File: src/rtl/ctlrf_pkg.sv
package ctlrf_pkg;
  typedef enum logic [1:0] {
    OP_READ  = 2'd0,
    OP_WRITE = 2'd1,
    OP_ERET  = 2'd2,
    OP_NONE  = 2'd3
  } ctl_op_e;

  localparam int IX_STATUS  = 0;
  localparam int IX_ESTATUS = 1;
  localparam int IX_IENABLE = 3;
  localparam int IX_IPEND   = 4;
  localparam int IX_CPUID   = 5;

  // Indices backed by a flip-flop register.
  function automatic logic storable(int ix);
    case (ix)
      0, 1, 2, 3, 7, 8, 9, 10, 12, 13, 14, 15: return 1'b1;
      default:                                 return 1'b0;
    endcase
  endfunction
endpackage

File: src/rtl/ctlrf_access.sv
module ctlrf_access
  import ctlrf_pkg::*;
#(
  parameter int IDX_W = 5
) (
  input  logic             accept,
  input  ctl_op_e          op,
  input  logic [IDX_W-1:0] idx,
  input  logic             user_mode,
  output logic             rd_ok,
  output logic             wr_ok,
  output logic             eret_ok,
  output logic             fault,
  output logic             upd_hit
);
  localparam logic [IDX_W-1:0] S_STATUS = IDX_W'(IX_STATUS);
  localparam logic [IDX_W-1:0] S_IEN    = IDX_W'(IX_IENABLE);

  logic priv_op;

  always_comb begin
    priv_op = (op == OP_READ) || (op == OP_WRITE);
    fault   = priv_op && user_mode;
    rd_ok   = accept && (op == OP_READ)  && !user_mode;
    wr_ok   = accept && (op == OP_WRITE) && !user_mode;
    eret_ok = accept && (op == OP_ERET);
    upd_hit = wr_ok && ((idx == S_STATUS) || (idx == S_IEN));
  end
endmodule

File: src/rtl/ctlrf_bank.sv
module ctlrf_bank
  import ctlrf_pkg::*;
#(
  parameter int DATA_W = 32,
  parameter int IDX_W  = 5
) (
  input  logic              clk,
  input  logic              rst_n,
  input  logic              wr_en,
  input  logic [IDX_W-1:0]  wr_idx,
  input  logic [DATA_W-1:0] wr_data,
  input  logic              eret,
  input  logic [IDX_W-1:0]  rd_idx,
  output logic [DATA_W-1:0] rd_data,
  output logic [DATA_W-1:0] status_q,
  output logic [DATA_W-1:0] ienable_q
);
  localparam int NREG = 1 << IDX_W;

  logic [NREG-1:0][DATA_W-1:0] regs;

  for (genvar i = 0; i < NREG; i++) begin : g_slot
    if (storable(i)) begin : g_store
      logic [DATA_W-1:0] q;
      always_ff @(posedge clk) begin
        if (!rst_n)
          q <= '0;
        else if (wr_en && (wr_idx == IDX_W'(i)))
          q <= wr_data;
        else if ((i == IX_STATUS) && eret)
          q <= regs[IX_ESTATUS];
      end
      assign regs[i] = q;
    end else begin : g_hole
      assign regs[i] = '0;
    end
  end

  assign rd_data   = regs[rd_idx];
  assign status_q  = regs[IX_STATUS];
  assign ienable_q = regs[IX_IENABLE];

  assert_eret_copy_R7: assert property (@(posedge clk) disable iff (!rst_n)
    (eret && !wr_en) |=> (regs[IX_STATUS] == $past(regs[IX_ESTATUS])));
endmodule

File: src/rtl/ctlrf_irq.sv
module ctlrf_irq #(
  parameter int DATA_W = 32
) (
  input  logic [DATA_W-1:0] irq_lines,
  input  logic [DATA_W-1:0] ienable,
  input  logic              glob_en,
  output logic [DATA_W-1:0] pending,
  output logic              irq_req
);
  always_comb begin
    pending = irq_lines & ienable;
    irq_req = glob_en && (|pending);
  end
endmodule

File: src/rtl/ctl_regfile.sv
module ctl_regfile
  import ctlrf_pkg::*;
#(
  parameter int                DATA_W = 32,
  parameter int                IDX_W  = 5,
  parameter int                DEST_W = 5,
  parameter logic [DATA_W-1:0] CPU_ID = DATA_W'(32'h0C1D_0042)
) (
  input  logic              clk,
  input  logic              rst_n,
  input  logic              req_valid,
  output logic              req_ready,
  input  logic [1:0]        req_op,
  input  logic [IDX_W-1:0]  req_idx,
  input  logic [DEST_W-1:0] req_dest,
  input  logic [DATA_W-1:0] req_wdata,
  input  logic              user_mode,
  input  logic [DATA_W-1:0] irq_lines,
  output logic              rsp_valid,
  input  logic              rsp_ready,
  output logic [DATA_W-1:0] rsp_data,
  output logic              rsp_wb,
  output logic              rsp_fault,
  output logic              irq_req,
  output logic              status_upd
);
  localparam logic [IDX_W-1:0] S_IPEND = IDX_W'(IX_IPEND);
  localparam logic [IDX_W-1:0] S_CPUID = IDX_W'(IX_CPUID);

  ctl_op_e           op_e;
  logic              accept;
  logic              rd_ok, wr_ok, eret_ok, fault, upd_hit;
  logic [DATA_W-1:0] bank_rd, status_q, ienable_q, pending, rd_val;

  assign op_e      = ctl_op_e'(req_op);
  assign req_ready = !rsp_valid || rsp_ready;
  assign accept    = req_valid && req_ready;

  ctlrf_access #(.IDX_W(IDX_W)) u_access (
    .accept   (accept),
    .op       (op_e),
    .idx      (req_idx),
    .user_mode(user_mode),
    .rd_ok    (rd_ok),
    .wr_ok    (wr_ok),
    .eret_ok  (eret_ok),
    .fault    (fault),
    .upd_hit  (upd_hit)
  );

  ctlrf_bank #(.DATA_W(DATA_W), .IDX_W(IDX_W)) u_bank (
    .clk      (clk),
    .rst_n    (rst_n),
    .wr_en    (wr_ok),
    .wr_idx   (req_idx),
    .wr_data  (req_wdata),
    .eret     (eret_ok),
    .rd_idx   (req_idx),
    .rd_data  (bank_rd),
    .status_q (status_q),
    .ienable_q(ienable_q)
  );

  ctlrf_irq #(.DATA_W(DATA_W)) u_irq (
    .irq_lines(irq_lines),
    .ienable  (ienable_q),
    .glob_en  (status_q[0]),
    .pending  (pending),
    .irq_req  (irq_req)
  );

  always_comb begin
    case (req_idx)
      S_IPEND: rd_val = pending;
      S_CPUID: rd_val = CPU_ID;
      default: rd_val = bank_rd;
    endcase
  end

  always_ff @(posedge clk) begin
    if (!rst_n) begin
      rsp_valid  <= 1'b0;
      rsp_data   <= '0;
      rsp_wb     <= 1'b0;
      rsp_fault  <= 1'b0;
      status_upd <= 1'b0;
    end else begin
      status_upd <= upd_hit;
      if (accept) begin
        rsp_valid <= 1'b1;
        rsp_fault <= fault;
        rsp_wb    <= rd_ok && (req_dest != '0);
        rsp_data  <= rd_ok ? rd_val : '0;
      end else if (rsp_ready) begin
        rsp_valid <= 1'b0;
      end
    end
  end

  assert_hold_R9: assert property (@(posedge clk) disable iff (!rst_n)
    (rsp_valid && !rsp_ready) |=>
      (rsp_valid && $stable(rsp_data) && $stable(rsp_wb) && $stable(rsp_fault)));

  assert_fault_quiet_R5: assert property (@(posedge clk) disable iff (!rst_n)
    (rsp_valid && rsp_fault) |-> (!rsp_wb && (rsp_data == '0)));

  assert_upd_source_R6: assert property (@(posedge clk) disable iff (!rst_n)
    status_upd |-> $past(req_valid && req_ready && (req_op == 2'(OP_WRITE)) && !user_mode));

  assert_irq_gate_R8: assert property (@(posedge clk) disable iff (!rst_n)
    !status_q[0] |-> !irq_req);
endmodule

File: config.mk
export PLATFORM = sky130hd
export DESIGN_NAME = ctl_regfile
export DESIGN_NICKNAME = d
export VERILOG_FILES = /design/src/rtl/ctlrf_pkg.sv /design/src/rtl/ctlrf_access.sv /design/src/rtl/ctlrf_bank.sv /design/src/rtl/ctlrf_irq.sv /design/src/rtl/ctl_regfile.sv
export SDC_FILE = /design/constraint.sdc
export NUM_CORES = 1
export LEC_CHECK = 0
export BUFFER_PORTS_ARGS = -buffer_cell sky130_fd_sc_hd__buf_2
export CAP_MARGIN = 20
export CELL_PAD_IN_SITES_DETAIL_PLACEMENT = 1
export CELL_PAD_IN_SITES_GLOBAL_PLACEMENT = 1
export CORE_MARGIN = 4
export CORE_UTILIZATION = 45
export DETAILED_ROUTE_END_ITERATION = 10
export PLACE_DENSITY_LB_ADDON = 0.2
export SLEW_MARGIN = 20
export SYNTH_ARGS = -nofsm -noshare
export SYNTH_HDL_FRONTEND = slang
export SYNTH_SLANG_ARGS = --single-unit
export TNS_END_PERCENT = 1
File: constraint.sdc
create_clock -name clk -period 2.37 [get_ports clk]
set_input_delay 0.237 -clock clk [delete_from_list [all_inputs] [get_ports clk]]
set_output_delay 0.237 -clock clk [all_outputs]
set_load 0.02 [all_outputs]
Word-level counts from Yosys, hierarchy flattened
Index checks and enable logic that the tools add are counted.
{ "op_classes": {"n_lt_le_gt_ge": 1, "n_eq_ne": 15, "mux": 8, "n_bitwise": 1, "reduce_logical": 33} }
{ "op_table": {"columns": ["op", "count"], "rows": [
  ["binary-select mux 32 bit (select 5 bit)", 1],
  ["two-way mux 32 bit", 4],
  ["case mux 32 bit (2 select lines)", 1],
  ["equality test 5 x 4 -> 1 bit, second input constant", 7],
  ["bitwise AND 32 bit", 1],
  ["OR reduction 32 bit", 1],
  ["logical AND 1 bit", 22],
  ["equality test 5 x 3 -> 1 bit, second input constant", 3],
  ["equality test 5 x 2 -> 1 bit, second input constant", 2],
  ["less-than comparator 5 x 6 -> 1 bit, second input constant", 1],
  ["equality test 5 x 1 -> 1 bit, second input constant", 1],
  ["logical NOT 5 bit", 1],
  ["nonzero test 5 bit", 1],
  ["nonzero test 2 bit", 2],
  ["logical OR 1 bit", 3],
  ["equality test 2 x 1 -> 1 bit, second input constant", 1],
  ["equality test 2 bit, second input constant", 1],
  ["logical NOT 1 bit", 2],
  ["logical NOT 2 bit", 1],
  ["two-way mux 1 bit", 2]
]} }
{ "word_totals": {"register_bits": 420, "out_inout_bits": 38} }

Longest topological paths before layout
Gate-level depths: netlist (run 1).
{ "logic_depth": {"depth_word": 7, "depth_mapped": 8, "ltp_nobuf": 5} }

Hierarchy
From an unflattened synthesis (run 1), not the netlist that was laid out.
{ "hier_totals": {"hier_cells": 2365, "area_unflattened_um2": 20558.5} }
{ "modules_own_cells": {"columns": ["mod", "instances", "cells_per_inst", "area_per_inst_um2"], "rows": [
  ["ctlrf_bank", 1, 2144, 18511.5],
  ["ctl_regfile", 1, 169, 1687.9],
  ["ctlrf_irq", 1, 45, 299.0],
  ["ctlrf_access", 1, 7, 60.1]
]} }

Worst setup path before layout (run 1)
No wires, ideal clock.
{ "synth_timing": {"kind": "reg2reg", "from": "reg rsp_valid", "to": "reg u_bank.g_slot[13].g_store.q[1]", "t_arrival_ns": 2.082, "setup_slack_ns": 0.216, "path_stages_with_launch": 8, "n_path_buf": 3, "synth_period_minus_slack_ns": 2.154, "path_cell_list": "dfxtp_1 > nor2b_1 > or4b_1 > buf_6 > buf_8 > nor3_4 > buf_8 > mux2i_1"} }
{ "synth_between": {"elab_chain_cells": 6} }
{ "synth_lines": {"columns": ["element", "line", "rtl"], "rows": [
  ["start: declaration", "ctl_regfile.sv:19", "output logic rsp_valid,"],
  ["start signal: assignment", "ctl_regfile.sv:82", "rsp_valid <= 1'b0;"],
  ["start signal: assignment", "ctl_regfile.sv:90", "rsp_valid <= 1'b1;"],
  ["start signal: assignment", "ctl_regfile.sv:95", "rsp_valid <= 1'b0;"],
  ["logical NOT 1 bit", "ctl_regfile.sv:36", "assign req_ready = !rsp_valid || rsp_ready;"],
  ["logical OR 1 bit", "ctl_regfile.sv:36", null],
  ["logical AND 1 bit", "ctl_regfile.sv:37", "assign accept = req_valid && req_ready;"],
  ["logical AND 1 bit (2 in series)", "ctlrf_access.sv:25", "wr_ok = accept && (op == OP_WRITE) && !user_mode;"],
  ["logical AND 1 bit", "ctlrf_bank.sv:28", "else if (wr_en && (wr_idx == IDX_W'(i)))"],
  ["end signal: assignment", "ctlrf_bank.sv:29", "q <= wr_data;"],
  ["end signal: assignment", "ctlrf_bank.sv:31", "q <= regs[IX_ESTATUS];"],
  ["end: declaration", "ctlrf_bank.sv:24", "logic [DATA_W-1:0] q;"]
]} }
Every way passes these cells.
A chain may end at the register's enable or synchronous reset.

Worst setup path in the final report (run 1)
{ "layout_timing": {"from": "reg u_bank.g_slot[3].g_store.q[9], in the netlist u_bank.ienable_q[9]", "to": "out irq_req"} }
{ "layout_between": {"elab_chain_cells": 3} }
{ "layout_lines": {"columns": ["element", "line", "rtl"], "rows": [
  ["start: declaration", "ctlrf_bank.sv:24", null],
  ["start signal: assignment", "ctlrf_bank.sv:29", null],
  ["start signal: assignment", "ctlrf_bank.sv:31", null],
  ["bitwise AND 32 bit", "ctlrf_irq.sv:11", "pending = irq_lines & ienable;"],
  ["OR reduction 32 bit", "ctlrf_irq.sv:12", "irq_req = glob_en && (|pending);"],
  ["logical AND 1 bit", "ctlrf_irq.sv:12", null],
  ["end: declaration", "ctl_regfile.sv:24", "output logic irq_req,"]
]} }
Every way passes these cells.

==> impl_metrics.env, run 1 <==
export IMPL_wl_met2_um=34680
export IMPL_fmax_mhz=405.5
export IMPL_synth_area_mux_share_pct=26.28
export IMPL_finalCritPeriodShare_pct=104.1
export IMPL_ys_seq_elements=420
export IMPL_route_layer_met1_wl_um=31080
export IMPL_synthXorXnorAreaFrac_pct=0
export IMPL_ys_seq_area_share_pct=42.23
export IMPL_skew_ns=0.02432
export IMPL_synth_top_area_share_pct=42.23
export IMPL_timing_final_ws_setup_ns=-0.09632
export IMPL_cts_sinks=420
export IMPL_ys_warn_count=0
export IMPL_fin_nets=2250
export IMPL_swShare_pct=24.03
export IMPL_dr_pass1_iters=5
export IMPL_post_cts_buffers=0
export IMPL_period_needed_ns=2.466
export IMPL_clkPwrFrac_pct=47.3
export IMPL_area_growth_pct=16.91
export IMPL_synthSimpleGateAreaFrac_pct=12.68
export IMPL_grt_pass1_wl_um=110300
export IMPL_drv_cap=0
export IMPL_cts_buffers=47
export IMPL_cts_htree_levels=2
export IMPL_synth_ff_type="dfxtp_1"
export IMPL_power_density_mw_per_mm2=662.9
export IMPL_vdd_drop_max_uv=464.1
export IMPL_power_leakage_nw=8.181
export IMPL_n_antenna_cell=0
export IMPL_max_slew_margin_pct=54.92
export IMPL_p_comb_share_pct=6.8
export IMPL_drt_antenna_violating_nets=0
export IMPL_dp_hpwl_um=47750
export IMPL_grt_pass1_vias=17930
export IMPL_p_seq_share_pct=45.9
export IMPL_async_flop_share_pct=0
export IMPL_first_iter_violations=1249
export IMPL_dpl_cell_area_sq_mm=0.02133
export IMPL_synthTopCellsByArea="dfxtp_1 (42%), mux2i_1 (21%), nand2_1 (7.6%)"
export IMPL_slowest_stage="o31a_1"
export IMPL_n_fill_cell=4829
export IMPL_vias=16880
export IMPL_initial_core_util_pct=45.91
export IMPL_multi_input_area_sq_mm=0.01022
export IMPL_rsz0062_at_grt="true"
export IMPL_route_met3_wl_um=4062
export IMPL_power_switching_w=0.003707
export IMPL_grt_max_degree=88
export IMPL_antenna_found_initial=2
export IMPL_clkLatencyLatePin_ns=0.59
export IMPL_cts_clk_slew_worst_paths_ns=0.06
export IMPL_endpoint_kind="output pin"
export IMPL_start_kind="flip-flop"
export IMPL_crit_type="flip-flop to output pin"
export IMPL_critPathMaxStageDelay_ns=0.41
export IMPL_die_area_sq_mm=0.04767
export IMPL_synth_adder_area_share_pct=0
export IMPL_hold_viol_final=0
export IMPL_cts_tree="done"
export IMPL_grtUsageTotal_pct=30.02
export IMPL_crit_fanout=4
export IMPL_crit_chain="a22o_4 -> a211oi_2 -> nand4_1 -> o31a_1 -> buf_6"
export IMPL_synth_avg_cell_area_sq_um=9.608
export IMPL_via_per_inst=6.062
export IMPL_p_int_w=0.01172
export IMPL_cp_data_required_time_ns=2.13
export IMPL_synth_nets=2153
export IMPL_syn_area_sq_mm=0.01991
export IMPL_synth_cells=2072
export IMPL_yosysTopAreaCell="dfxtp_1"
export IMPL_stdcell_area_sq_mm=0.02327
export IMPL_fp_row_count=76
export IMPL_route_detailed_drc=0
export IMPL_tightest_slew_ns=0.6745
export IMPL_cp_arrival_ns=2.23
export IMPL_wl_per_cell_um=26.02
export IMPL_status="finished, violations left"
export IMPL_die_h_um=218.3
export IMPL_drive_above_1_share_pct=17.91
export IMPL_cp_top_family="compound AO/OA/AOI/OAI gates"
export IMPL_synth_compound_area_share_pct=11.79
export IMPL_clk_path_buf_depth=3
export IMPL_wl_um=72450
export IMPL_final_seq_area_sq_mm=0.008411
export IMPL_hp_class="input pin to flip-flop"
export IMPL_slew_violations=0
export IMPL_post_place_ws_ns=-0.2523
export IMPL_ys_types=59
export IMPL_synth_top_family_by_area="multiplexers"
export IMPL_cts_root_buf="clkbuf_16"
export IMPL_synth_edf_count=0
export IMPL_dr_max_layer_used="met5"
export IMPL_grt_overflow=0
export IMPL_io_pins=119
export IMPL_setup_violations_final=1
export IMPL_gp_congestion=0.8444
export IMPL_core_sq_mm=0.04336
export IMPL_violations="negative setup slack"
export IMPL_die_w_um=218.3
export IMPL_cp_num_buf_inv=1
export IMPL_port_buffers=118
==> power by group through the flow <==
stage               clock (W)  sequential [W]  combinational, W
finish                0.00730         0.00708           0.00105
global route          0.00775         0.00707           0.00110
CTS                   0.00741         0.00708           0.00104
detailed placement          0         0.00723          0.000987
global placement            0         0.00723          0.000970
floorplan                   0         0.00724          0.000522
==> placed cells by master (no fill, tap or decap), types with 32 or more instances in the layout <==
| master | netlist | final |
|---|---|---|
| mux2i_1 | 427 | 427 |
| dfxtp_1 | 420 | 418 |
| nand2_1 | 403 | 403 |
| buf_2 | 16 | 114 |
| o21ai_0 | 82 | 82 |
| buf_4 | 13 | 80 |
| a21oi_1 | 67 | 66 |
| inv_1 | 64 | 63 |
| nand3_1 | 52 | 51 |
| clkbuf_16 | 0 | 49 |
| dlygate4sd3_1 | 0 | 36 |
| and4_1 | 33 | 33 |
| a31oi_1 | 32 | 32 |
==> final cells by class <==
| class | count | area share, % |
|---|---|---|
| repair buffers | 263 | 9.209 |
| well taps | 585 | 3.145 |
| clock buffers | 77 | 6.365 |
| flip-flops and latches | 420 | 36.14 |
| multi-input cells | 1372 | 43.91 |
| clock inverters | 3 | 0.1720 |
| inverters | 65 | 1.059 |
==> flip-flops by register name, indices dropped and copies added, names as in the netlist <==
| name | cells |
|---|---|
| u_bank.g_slot.g_store.q | 320 |
| u_bank.status_q | 32 |
| rsp_fault | 1 |
| rsp_wb | 1 |
| status_upd | 1 |
| u_bank.ienable_q | 32 |
| rsp_data | 32 |
| rsp_valid | 1 |
==> synth_stat cells (5+ instances only) <==
cell type	count
a21boi_0	17
a21oi_1	67
a311oi_1	6
a31oi_1	32
a32o_1	8
a41oi_1	17
and2_1	6
and4_1	33
buf_1	7
buf_2	16
buf_4	13
buf_8	19
clkbuf_1	155
dfxtp_1	420
inv_1	64
mux2_2	23
mux2i_1	427
mux4_2	31
nand2_1	403
nand3_1	52
nor2_1	11
nor3_2	5
nor3_4	6
o211ai_1	25
o21ai_0	82
o221a_2	8
o221ai_1	24
o22a_1	8
o2bb2ai_1	23
o311ai_0	7
==> metal layers <==
layer | vias up | GRT usage, %
li1 | 7572 | -
met1 | 8657 | 38.77
met2 | 506 | 50.52
met3 | 146 | 4.783
met4 | 2 | 11.75
met5 | - | 0
==> worst reg2reg max path: cells and delay by family, from the launching register on <==
family                 cells  cell delay, ns
muxes                      1            0.26
DFF                        1            0.31
buffers and inverters      2            0.52
and+or+nand+nor            3            1.04
==> stage by stage <==
step / hold WS [ns] / power [W] / TNS, ns / utilization (%) / std cells
3_3_place_gp: 0.4374 / 0.008203 / -5.280 / 49.19 / 2669
5_1_grt: 0.05218 / 0.01592 / -0.1320 / 53.67 / 2785
4_1_cts: 0.01866 / 0.01552 / -0.1359 / 53.59 / 2785
3_5_place_dp: 0.4457 / 0.008219 / -13.46 / 49.19 / 2669
2_1_floorplan: 0.3847 / 0.007757 / 0 / - / 2072
6_report: 0.03911 / 0.01543 / -0.09632 / 53.67 / 2785
==> cells by family after synthesis <==
logic type,count (synthesis)
simple gates,547
compound gates,344
mux,481
flops,420
buf+inv,280
==> path summary, 6_finish.rpt <==
check	end	cells after the start	startpoint	slack, ns
min	rsp_wb	4	req_dest[4]	0.04
min reg2reg	u_bank.g_slot[2].g_store.q[15]	2	u_bank.g_slot[2].g_store.q[15]	0.46
max	irq_req	5	u_bank.ienable_q[9]	-0.1
max reg2reg	u_bank.g_slot[9].g_store.q[20]	6	rsp_valid	0.16
==> what timing repair did <==
| action | 4_1_cts | 5_1_grt |
|---|---|---|
| hold buffers | 36 | 0 |
| resized for setup | 7 | 11 |
| pin swaps | 0 | 4 |
| endpoints found under the hold margin | 36 | 0 |
| setup endpoints to repair | 4 | 50 |
(Power assumes the default switching activity.)
==> run 2, diff against run 1 <==
- CTS_BUF_LIST: default -> sky130_fd_sc_hd__clkbuf_8 sky130_fd_sc_hd__clkbuf_16
==> run 2 against run 1 <==
- the flow still finishes with violations (negative setup slack)
- power is 0.36% lower
- flip-flop and latch count stayed put
- critical path depth stayed put
- worst hold slack better by 0.00066 ns
- register-to-register slack hardly changed
- clock skew is 0.0038 ns lower
- global-route usage stayed put
- critical endpoint unchanged
==> impl_metrics.env, run 2 (synthesis results as in run 1) <==
export IMPL_grt_pass1_wl_um=110300
export IMPL_port_buffers=118
export IMPL_cp_top_family="compound AO/OA/AOI/OAI gates"
export IMPL_grtUsageTotal_pct=30.02
export IMPL_route_detailed_drc=0
export IMPL_swShare_pct=24.12
export IMPL_crit_start="u_bank.ienable_q[14]"
export IMPL_dr_pass1_iters=6
export IMPL_largest_reg_flops=320
export IMPL_cp_num_buf_inv=1
export IMPL_status="finished, violations left"
export IMPL_via_per_inst=6.050
export IMPL_dp_hpwl_um=47750
export IMPL_n_antenna_cell=0
export IMPL_hold_viol_final=0
export IMPL_grt_pass1_vias=17930
export IMPL_reg2regPathDepth=6
export IMPL_first_iter_violations=1329
export IMPL_regToRegSetupSlack_ns=0.15
export IMPL_die_area_sq_mm=0.04767
export IMPL_finalCritPeriodShare_pct=103.7
export IMPL_core_sq_mm=0.04336
export IMPL_initial_core_util_pct=45.91
export IMPL_cp_data_required_time_ns=2.13
export IMPL_cts_root_buf="clkbuf_16"
export IMPL_p_seq_share_pct=46.0
export IMPL_clk_path_buf_depth=3
export IMPL_drv_cap=0
export IMPL_tightest_slew_ns=0.6710
export IMPL_area_growth_pct=16.93
export IMPL_p_comb_share_pct=6.9
export IMPL_cts_htree_levels=2
export IMPL_cts_tree="done"
export IMPL_slowest_stage="o31a_1"
export IMPL_max_slew_margin_pct=55.15
export IMPL_power_total_w=0.01537
export IMPL_vdd_drop_max_uv=463.8
export IMPL_crit_type="flip-flop to output pin"
export IMPL_rr_endpoint="u_bank.g_slot[9].g_store.q[11]"
export IMPL_finalSetupTns_ns=-0.08709
export IMPL_slew_violations=0
export IMPL_rsz0062_at_grt="true"
export IMPL_io_pins=119
export IMPL_power_leakage_nw=8.236
export IMPL_crit_fanout=4
export IMPL_gp_congestion=0.8444
export IMPL_cts_clk_slew_worst_paths_ns=0.06
export IMPL_top_register="u_bank.g_slot.g_store.q"
export IMPL_clkPwrFrac_pct=47.1
export IMPL_period_needed_ns=2.457
export IMPL_cp_depth=5
export IMPL_violations="negative setup slack"
export IMPL_hp_class="input pin to flip-flop"
export IMPL_power_switching_w=0.003708
export IMPL_r2r_start="rsp_valid"
export IMPL_crit_chain="a22o_4 -> a211oi_2 -> nand4_1 -> o31a_1 -> buf_6"
export IMPL_cts_sinks=420
export IMPL_final_cell_mix="mux2i_1 (427), dfxtp_1 (418), nand2_1 (403)"
export IMPL_critPathMaxStageDelay_ns=0.41
export IMPL_antenna_found_initial=2
export IMPL_drive_above_1_share_pct=17.91
export IMPL_drt_antenna_violating_nets=0
export IMPL_fin_nets=2250
export IMPL_endpoint_kind="output pin"
export IMPL_skew_ns=0.02052
export IMPL_wl_um=72460
export IMPL_crit_end="irq_req"
export IMPL_final_common_cell="mux2i_1"
export IMPL_grt_max_degree=88
export IMPL_die_w_um=218.3
export IMPL_p_int_w=0.01166
export IMPL_cp_arrival_ns=2.22
export IMPL_fmax_mhz=407.0
export IMPL_cts_buffers=47
export IMPL_vias=16850
export IMPL_grt_overflow=0
export IMPL_wl_per_cell_um=26.02
export IMPL_clkLatencyLatePin_ns=0.58
export IMPL_fp_row_count=76
export IMPL_die_h_um=218.3
export IMPL_start_kind="flip-flop"
export IMPL_power_density_mw_per_mm2=660.4
export IMPL_timing_final_ws_setup_ns=-0.08709
export IMPL_setup_violations_final=1
run 2: changes by cell type in the layout (fill, tap and decap cells not counted), sizes merged:
cell,delta
inv,+13
clkbuf,-13
run 2: worst min-delay path, stage by stage:
cell	delay (ns)
buf_2	0.07
or4_1	0.08
o21ai_0	0.06
a21oi_1	0.11
run 2: power groups by stage:
stage	registers [W]	logic [W]	clock network (W)
final	0.00708	0.00105	0.00724
after global routing	0.00707	0.00110	0.00770
after CTS	0.00708	0.00104	0.00736
after detailed placement	0.00723	0.000987	0
after global placement	0.00723	0.000970	0
after floorplan	0.00724	0.000522	0
run 2: what timing repair did:
item                                    in CTS  in global routing
buffers inserted                             0                  0
pin swaps                                    0                  4
hold buffers                                36                  0
endpoints found under the setup margin       4                 50
gates resized for setup                      7                 12
hold endpoints to repair                    36                  0
run 2: layout make-up:
type                       count  area, sq um
inverter                      65        246.5
sequential                   420         8411
fill                        4828        20080
clock buffer                  64         1433
timing repair buffer         263         2147
tap                          585        732.0
clock inverter                16        88.84
multi-input combinational   1372        10220
run 2: metal layers:
| metal | track usage (%) | wire length, um | up-vias |
|---|---|---|---|
| li1 | - | - | 7569 |
| met1 | 38.77 | 30880 | 8611 |
| met2 | 50.52 | 34580 | 514 |
| met3 | 4.783 | 4275 | 152 |
| met4 | 11.75 | 2706 | 2 |
| met5 | 0 | 13 | - |
run 2: worst min-delay path by stage:
stage / startpoint / end / slack, ns / cells past startpoint
floorplan: req_wdata[0] / u_bank.g_slot[7].g_store.q[0] / 0.38 / 2
global placement: u_bank.g_slot[14].g_store.q[23] / u_bank.g_slot[14].g_store.q[23] / 0.44 / 2
detailed placement: u_bank.g_slot[13].g_store.q[28] / u_bank.g_slot[13].g_store.q[28] / 0.45 / 2
CTS: req_dest[4] / rsp_wb / 0.02 / 4
global route: irq_lines[17] / rsp_data[17] / 0.05 / 3
finish: req_dest[4] / rsp_wb / 0.04 / 4
run 2: stage by stage:
stage                     instance area [sq um]  cells  hold slack [ns]  utilization, %  setup slack [ns]
final                                     23280   2785          0.03977           53.68          -0.08709
after global routing                      23280   2785          0.05218           53.68           -0.1324
after CTS                                 23240   2785          0.01832           53.59           -0.1089
after detailed placement                  21330   2669           0.4457           49.19           -0.2523
after global placement                    21330   2669           0.4374           49.19           -0.2187
after floorplan                           19910   2072           0.3847               -            0.2161
